==> src/rtl/poll_supervisor.sv <==
module poll_supervisor #(
  parameter int RSP_TICKS  = 288,
  parameter int GAP_HALVES = 7,
  parameter int MAX_FAILS  = 3
) (
  input  logic clk,
  input  logic rst_n,
  input  logic tick_i,
  input  logic req_sent_i,
  input  logic rsp_ok_i,
  input  logic rx_act_i,
  input  logic clr_i,
  output logic retry_o,
  output logic tmo_o,
  output logic frame_end_o,
  output logic absent_o,
  output logic alarm_o
);
  localparam int RW = $clog2(RSP_TICKS + 1);
  localparam int GW = $clog2(GAP_HALVES + 1);
  localparam int FW = $clog2(MAX_FAILS + 1);

  logic          wait_q;
  logic [RW-1:0] rsp_cnt;
  logic          gap_arm;
  logic [GW-1:0] gap_cnt;
  logic [FW-1:0] fail_cnt;

  wire expire  = wait_q & tick_i & (rsp_cnt == RW'(RSP_TICKS - 1));
  wire success = wait_q & rsp_ok_i;
  wire fail    = expire & ~rsp_ok_i;
  wire at_last = fail_cnt >= FW'(MAX_FAILS - 1);
  wire absent_d = ~(success | clr_i) & (absent_o | (fail & at_last));
  wire gap_done = gap_arm & tick_i & ~rx_act_i & (gap_cnt == GW'(GAP_HALVES - 1));

  always_ff @(posedge clk or negedge rst_n) begin
    if (!rst_n) begin
      wait_q  <= 1'b0;
      rsp_cnt <= '0;
    end else if (req_sent_i) begin
      wait_q  <= 1'b1;
      rsp_cnt <= '0;
    end else if (success || expire) begin
      wait_q  <= 1'b0;
      rsp_cnt <= '0;
    end else if (wait_q && tick_i) begin
      rsp_cnt <= rsp_cnt + 1'b1;
    end
  end

  always_ff @(posedge clk or negedge rst_n) begin
    if (!rst_n)
      fail_cnt <= '0;
    else if (success || clr_i)
      fail_cnt <= '0;
    else if (fail && fail_cnt < FW'(MAX_FAILS))
      fail_cnt <= fail_cnt + 1'b1;
  end

  always_ff @(posedge clk or negedge rst_n) begin
    if (!rst_n) begin
      tmo_o    <= 1'b0;
      retry_o  <= 1'b0;
      absent_o <= 1'b0;
      alarm_o  <= 1'b0;
    end else begin
      tmo_o    <= fail;
      retry_o  <= fail & ~absent_d;
      absent_o <= absent_d;
      alarm_o  <= absent_d;
    end
  end

  always_ff @(posedge clk or negedge rst_n) begin
    if (!rst_n) begin
      gap_arm     <= 1'b0;
      gap_cnt     <= '0;
      frame_end_o <= 1'b0;
    end else begin
      frame_end_o <= gap_done;
      if (rx_act_i) begin
        gap_arm <= 1'b1;
        gap_cnt <= '0;
      end else if (gap_done) begin
        gap_arm <= 1'b0;
        gap_cnt <= '0;
      end else if (gap_arm && tick_i) begin
        gap_cnt <= gap_cnt + 1'b1;
      end
    end
  end
endmodule

==> config.mk <==
export PLATFORM = sky130hd
export DESIGN_NAME = poll_supervisor
export DESIGN_NICKNAME = d
export VERILOG_FILES = /design/src/rtl/poll_supervisor.sv
export SDC_FILE = /design/constraint.sdc
export NUM_CORES = 1
export LEC_CHECK = 0
export ABC_AREA = 1
export ABC_CLOCK_PERIOD_IN_PS = 3400
export CAP_MARGIN = 20
export CORE_AREA = 2 2 46 48
export CTS_CLUSTER_SIZE = 16
export DETAILED_ROUTE_END_ITERATION = 6
export DIE_AREA = 0 0 48 50
export PLACE_DENSITY = 0.78
export SETUP_SLACK_MARGIN = 0.15
export SYNTH_ARGS = -nofsm -noshare
export SYNTH_HDL_FRONTEND = slang
export SYNTH_SLANG_ARGS = --single-unit
==> constraint.sdc <==
create_clock -name clk -period 3.4 [get_ports clk]
set_input_delay 0.68 -clock clk [delete_from_list [all_inputs] [get_ports clk]]
set_output_delay 0.68 -clock clk [all_outputs]
set_load 0.1 [all_outputs]
==> impl_results.md, run 1 <==
* Largest net degree at the start of global routing at 21
* CP arrival at 1.82 ns
* Clk_lat worst skew at ~0.31 ns
* Worst Skew at around 0.0033 ns
* Max Freq at ~0.40 GHz
* Area grow syn2layout at 17.68%
* Primary FF master, synth: dfrtp_1
* Status: finished clean
* Root Driver: clkbuf_4
* First-pass GRT wire length at ~3300 um
* Synth top area share at 0.4684
* Avg Cell Area, Syn at 8.219 um2
* # rows at 16
* Share of cells above drive strength 1 at 0.1111
* Diode count at 0
* Ys Warns at 0
* Post-route DRC violation count at 0
* Synth async-reset ratio at 1.000
* Maximum buffer depth of the clock tree at 2
* Hold_buf cts at 0
* CP Capture Type: output pin
* Yosys cell types at 24
* Largest cells by area after synthesis: dfrtp_1 47%, nand2_1 9.1%, inv_1 7.4%
* Post-DP HPWL at 1389 um
* Crit path time final at roughly 2.5 ns
* Final setup vio count at 0
* GRT Total Usage at 0.1893
* Max_cap viols at 0
* Post-Syn Area at about 1100 um2
* Detail Route Antenna Nets at 0
* Fin crit share at 0.7338
* CTS clock-pin slew for the worst setup and hold paths at 0.12 ns
* IO Pins at 12
* Nets at between 150 and 200
* DR iter-0 viols at 11
* Via count at around 850
* WS Path Type: reg2out
* PwrDens at 377.0 nW/um2
* Critical path's largest stage delay at approximately 1.1 ns
* R2R depth at 8
* WP buf/inv at 1
* Req. time, crit path at around 2.7 ns
* Setup TNS after final layout at 0 ns
* Post-CTS Setup Bufs at 0
* H-tree lvl count at 1
* Hold crit path type: reg2reg
* CTS tree: done
* Core Area at 1902 um2
* Initial antenna violation count at 0
* Crit start category: register
* Synthesized netlist cell count at 130
* Die ar. at between 2000 and 2500 um2
* Pins Over Slew Limit at 0
* Gr ovfl total at 0
* CP max FO at 3
* Final GP Congestion at between 0.8 and 0.9
* Max_slew headroom at 0.3554
* CTS sink cnt at 20
* Num CTS Buffers at 3
* Initial Util at 0.5618
* Crit path max-delay family: buffers and inverters
* Hold-critical path depth at 1
* Critical path depth in cells at 1
* Die width at roughly 48 um
* Register area share after synthesis at 0.4684
* Total power at roughly 470 uW
* CTS resizes at 0
* PortBufs at 11
* LEAKAGE at slightly above 0.6 nW
* Crit path max-delay cell type: clkdlybuf4s50_1
* Drt total wl at between 1500 and 2000 um
* Peak VDD IR at 0.2596 mV
* Post-synthesis cell type with the largest combined area: dfrtp_1
* Number of enable flip-flop cells after synthesis at 0
* Fillers at 175
* Cell with the most instances after synthesis: nand2_1
* Die span in y at roughly 50 um
* Synth top cells by count: 26 x nand2_1, 21 x inv_1, 21 x nor2_1, 20 x dfrtp_1, 7 x a21oi_1
* Mapped Nets at 142
* Fin. Hold Viols at 0
* RSZ-0062 raised after global routing: no
* Vias in the first global route at between 800 and 900
* DR WL/cell at 10.54 um
* Vias per cell at 4.977
* Synth Register Bits at 20
* Crit-path cells: clkdlybuf4s50_1
* Drt pass-1 iters at 4
* Worst-Margin Slew at approximately 0.96 ns
-- report_power, final --
group | internal [mW] | switching (mW)
sequential | 0.242 | 0.00404
combinational | 0.0133 | 0.0199
clock | 0.119 | 0.0757
total | 0.374 | 0.0997
-- kinds of logic (layout without fill, tap and decap cells) --
family          Yosys count  after routing  share of synthesized area
xor+xnor                  2              2                    0.01640
flops                    20             20                     0.4684
buf+inv                  23             37                    0.08431
fa+ha+maj                 5              5                    0.05855
simple gates             67             67                     0.3021
compound gates           13             13                    0.07026
-- cell usage in the layout (no fill, tap or decap) --
cell type | Yosys | routed
a21boi_0 | 1 | 1
a21oi_1 | 7 | 7
a31o_2 | 1 | 1
bufinv_16 | 0 | 1
clkbuf_4 | 0 | 3
clkdlybuf4s50_1 | 0 | 11
dfrtp_1 | 20 | 20
ha_1 | 5 | 5
inv_1 | 21 | 21
inv_2 | 1 | 1
nand2_1 | 26 | 26
nand2_2 | 2 | 2
nand2_4 | 2 | 2
nand3_1 | 4 | 4
nand3_2 | 1 | 1
nand4_1 | 5 | 5
nor2_1 | 21 | 21
nor2_2 | 1 | 1
nor2_4 | 1 | 1
nor3_1 | 2 | 2
nor3_4 | 1 | 1
o21ai_0 | 3 | 3
o21ai_2 | 1 | 1
or2_2 | 1 | 1
xnor2_1 | 1 | 1
xor2_1 | 1 | 1
-- sequential cells by signal, summed over array words and instances (netlist names) --
name         count
alarm_o          1
fail_cnt         2
frame_end_o      1
gap_arm          1
gap_cnt          3
retry_o          1
rsp_cnt          9
tmo_o            1
wait_q           1
-- area by class of cell --
| type | instances | area [um2] | share of cell area |
|---|---|---|---|
| sequential | 20 | 500.5 | 0.3980 |
| multi-input combinational | 87 | 478.0 | 0.3801 |
| timing repair buffer | 11 | 110.1 | 0.08756 |
| inverter | 22 | 82.58 | 0.06567 |
| tap | 27 | 33.78 | 0.02687 |
| clock inverter | 1 | 30.03 | 0.02388 |
| clock buffer | 3 | 22.52 | 0.01791 |
-- path summary, 6_finish.rpt --
| kind | startpoint | endpoint | slack [ns] |
|---|---|---|---|
| max | alarm_o | alarm_o | 0.90 |
| min | gap_cnt[2] | gap_cnt[2] | 0.49 |
| max reg2reg | rsp_cnt[0] | rsp_cnt[6] | 2.00 |
| min reg2reg | gap_cnt[2] | gap_cnt[2] | 0.49 |
| max in group asynchronous | rst_n | rsp_cnt[1] | 2.04 |
| min in group asynchronous | rst_n | fail_cnt[0] | 0.84 |
-- per-stage QoR --
step / instances / instance area, um2 / setup slack (ns) / utilization / hold WS (ns)
finish: 171 / 1257 / 0.9049 / 0.6612 / 0.4905
CTS: 171 / 1257 / 0.8895 / 0.6612 / 0.4845
global route: 171 / 1257 / 0.8306 / 0.6612 / 0.5129
detailed placement: 167 / 1205 / 1.244 / 0.6336 / 0.4620
global placement: 167 / 1205 / 1.252 / 0.6336 / 0.4512
floorplan: 130 / 1069 / 1.380 / - / 0.3844
-- metal layers --
layer,part of all wire,vias to the layer above,track usage
met5,0,-,0
met2,0.51,11,0.3000
met1,0.44,401,0.2376
met3,0.019,5,0.03297
met4,0.023,0,0.09459
li1,-,434,-
No activity file was read; power rests on OpenSTA's default activity.
==> run 2: changes to the inputs <==
Settings changed: ABC_CLOCK_PERIOD_IN_PS 3400 to 2280, CORE_AREA 2 2 46 48 to 2 2 50 52, DIE_AREA 0 0 48 50 to 0 0 52 54, PLACE_DENSITY 0.78 to 0.7.
Clock period 3.4 ns to 2.28 ns, I/O delays scaled along.
==> impl_results.md, run 2 (same netlist as run 1, synthesis figures left out) <==
* Drt total wl at 1849 um
* Clk_lat worst skew at roughly 0.30 ns
* CP Capture Type: register
* DR WL/cell at roughly 11 um
* Maximum buffer depth of the clock tree at 2
* Fillers at approximately 220
* Initial antenna violation count at 0
* Max_cap viols at 0
* Post-CTS Setup Bufs at 0
* Worst-Margin Slew at ~0.32 ns
* Root Driver: clkbuf_4
* Hold crit path type: reg2reg
* Crit path time final at between 1.5 and 2 ns
* Worst Skew at between 0.002 and 0.0025 ns
* Post-route DRC violation count at 0
* CP arrival at around 1.7 ns
* RSZ-0062 raised after global routing: no
* Nets at roughly 160
* PortBufs at 11
* Die span in y at between 50 and 60 um
* Initial Util at 0.4606
* Max Freq at around 0.66 GHz
* Largest Register: rsp_cnt
* Diode count at 0
* PwrDens at about 470 nW/um2
* Setup TNS after final layout at 0 ns
* Pins Over Slew Limit at 0
* GRT Total Usage at 0.1582
* Max_slew headroom at 0.7867
* Drt pass-1 iters at 4
* Req. time, crit path at ~2.5 ns
* DR iter-0 viols at 11
* IO Pins at 12
* Die width at between 50 and 60 um
* Post-DP HPWL at approximately 1500 um
* Biggest regs: rsp_cnt (9), gap_cnt (3), fail_cnt (2)
* Fin util at 0.5286
* Crit start category: input pin
* Detail Route Antenna Nets at 0
* Commonest non-fill, non-tap cell in the layout: nand2_1
* Largest net degree at the start of global routing at 21
* CTS tree: done
* DP Cell Count at approximately 170
* CP max FO at 7
* CTS resizes at 0
* Fin crit share at 0.6635
* Vias per cell at roughly 4.9
* Die ar. at 2808 um2
* Gr ovfl total at 0
* Max FFs per register at 9
* Status: finished clean
* Share of cells above drive strength 1 at 0.1458
* Peak VDD IR at 0.4005 mV
* Num CTS Buffers at 3
* CTS clock-pin slew for the worst setup and hold paths at 0.10 ns
* WS Path Type: in2reg
* # rows at 18
* Core Area at 2320 um2
* Final GP Congestion at roughly 0.7
* Most frequent cells in the layout: 26 x nand2_1, 21 x inv_1, 21 x nor2_1
* LEAKAGE at 0.6186 nW
* Fin. Hold Viols at 0
* Area grow syn2layout at 14.75%
* H-tree lvl count at 1
* CTS sink cnt at 20
* First-pass GRT wire length at 3132 um
* Vias in the first global route at around 740
* Final setup vio count at 0
* Layout Cells excl Fill at 174
* Hold_buf cts at 0
* Via count at 858
* Minimum hold slack at 0.4754 ns
## run 2: cell count changes in the layout (fill, tap and decap cells not counted), sizes merged
cell and change:
buf +6, clkdlybuf4s50 -5, bufinv -1
## run 2: final timing paths
kind                              endpoint        from  slack, ns  cells past startpoint
worst max-delay path            rsp_cnt[6]      tick_i       0.77                      8
worst min-delay path            gap_cnt[2]  gap_cnt[2]       0.48                      1
worst max register to register  rsp_cnt[6]  rsp_cnt[0]       0.88                      8
worst min register to register  gap_cnt[2]  gap_cnt[2]       0.48                      1
max in group asynchronous          alarm_o       rst_n       1.58                      2
min in group asynchronous       rsp_cnt[5]       rst_n       0.49                      2
## run 2: cell type report
class	count	area, um2	share of cell area
Clock buffer	3	22.52	0.01837
Inverter	22	82.58	0.06735
Sequential cell	20	500.5	0.4082
Timing Repair Buffer	12	105.1	0.08571
Tap cell	30	37.54	0.03061
Multi-Input combinational cell	87	478.0	0.3898
## run 2: through the flow
step / power, mW / area, um2 / worst slack [ns]
6_report: 0.5787 / 1226 / 0.7673
5_1_grt: 0.6092 / 1226 / 0.6304
4_1_cts: 0.5892 / 1226 / 0.7746
3_5_place_dp: 0.4257 / 1204 / 0.4442
3_3_place_gp: 0.4236 / 1204 / 0.4772
2_1_floorplan: 0.3979 / 1069 / 0.4843
## run 2: critical path, cell delays in order
cell	delay (ns)
clkdlybuf4s50_1	0.56
nand2_4	0.11
nor2_4	0.16
nand2_1	0.12
nand2_4	0.12
inv_1	0.08
nand2_1	0.06
a21oi_1	0.04
## run 2: per-layer routing
| metal | GRT usage | vias to the layer above | wire (um) |
|---|---|---|---|
| li1 | - | 437 | - |
| met2 | 0.2679 | 11 | 881 |
| met4 | 0.1053 | 0 | 49 |
| met5 | 0 | - | 0 |
| met3 | 0.03611 | 5 | 54 |
| met1 | 0.1786 | 405 | 863 |
## run 2: where the power goes
part / switching, mW / internal [mW] / total, mW
Clock: 0.0998 / 0.0616 / 0.161
Sequential: 0.00589 / 0.360 / 0.366
Combinational: 0.0300 / 0.0208 / 0.0508
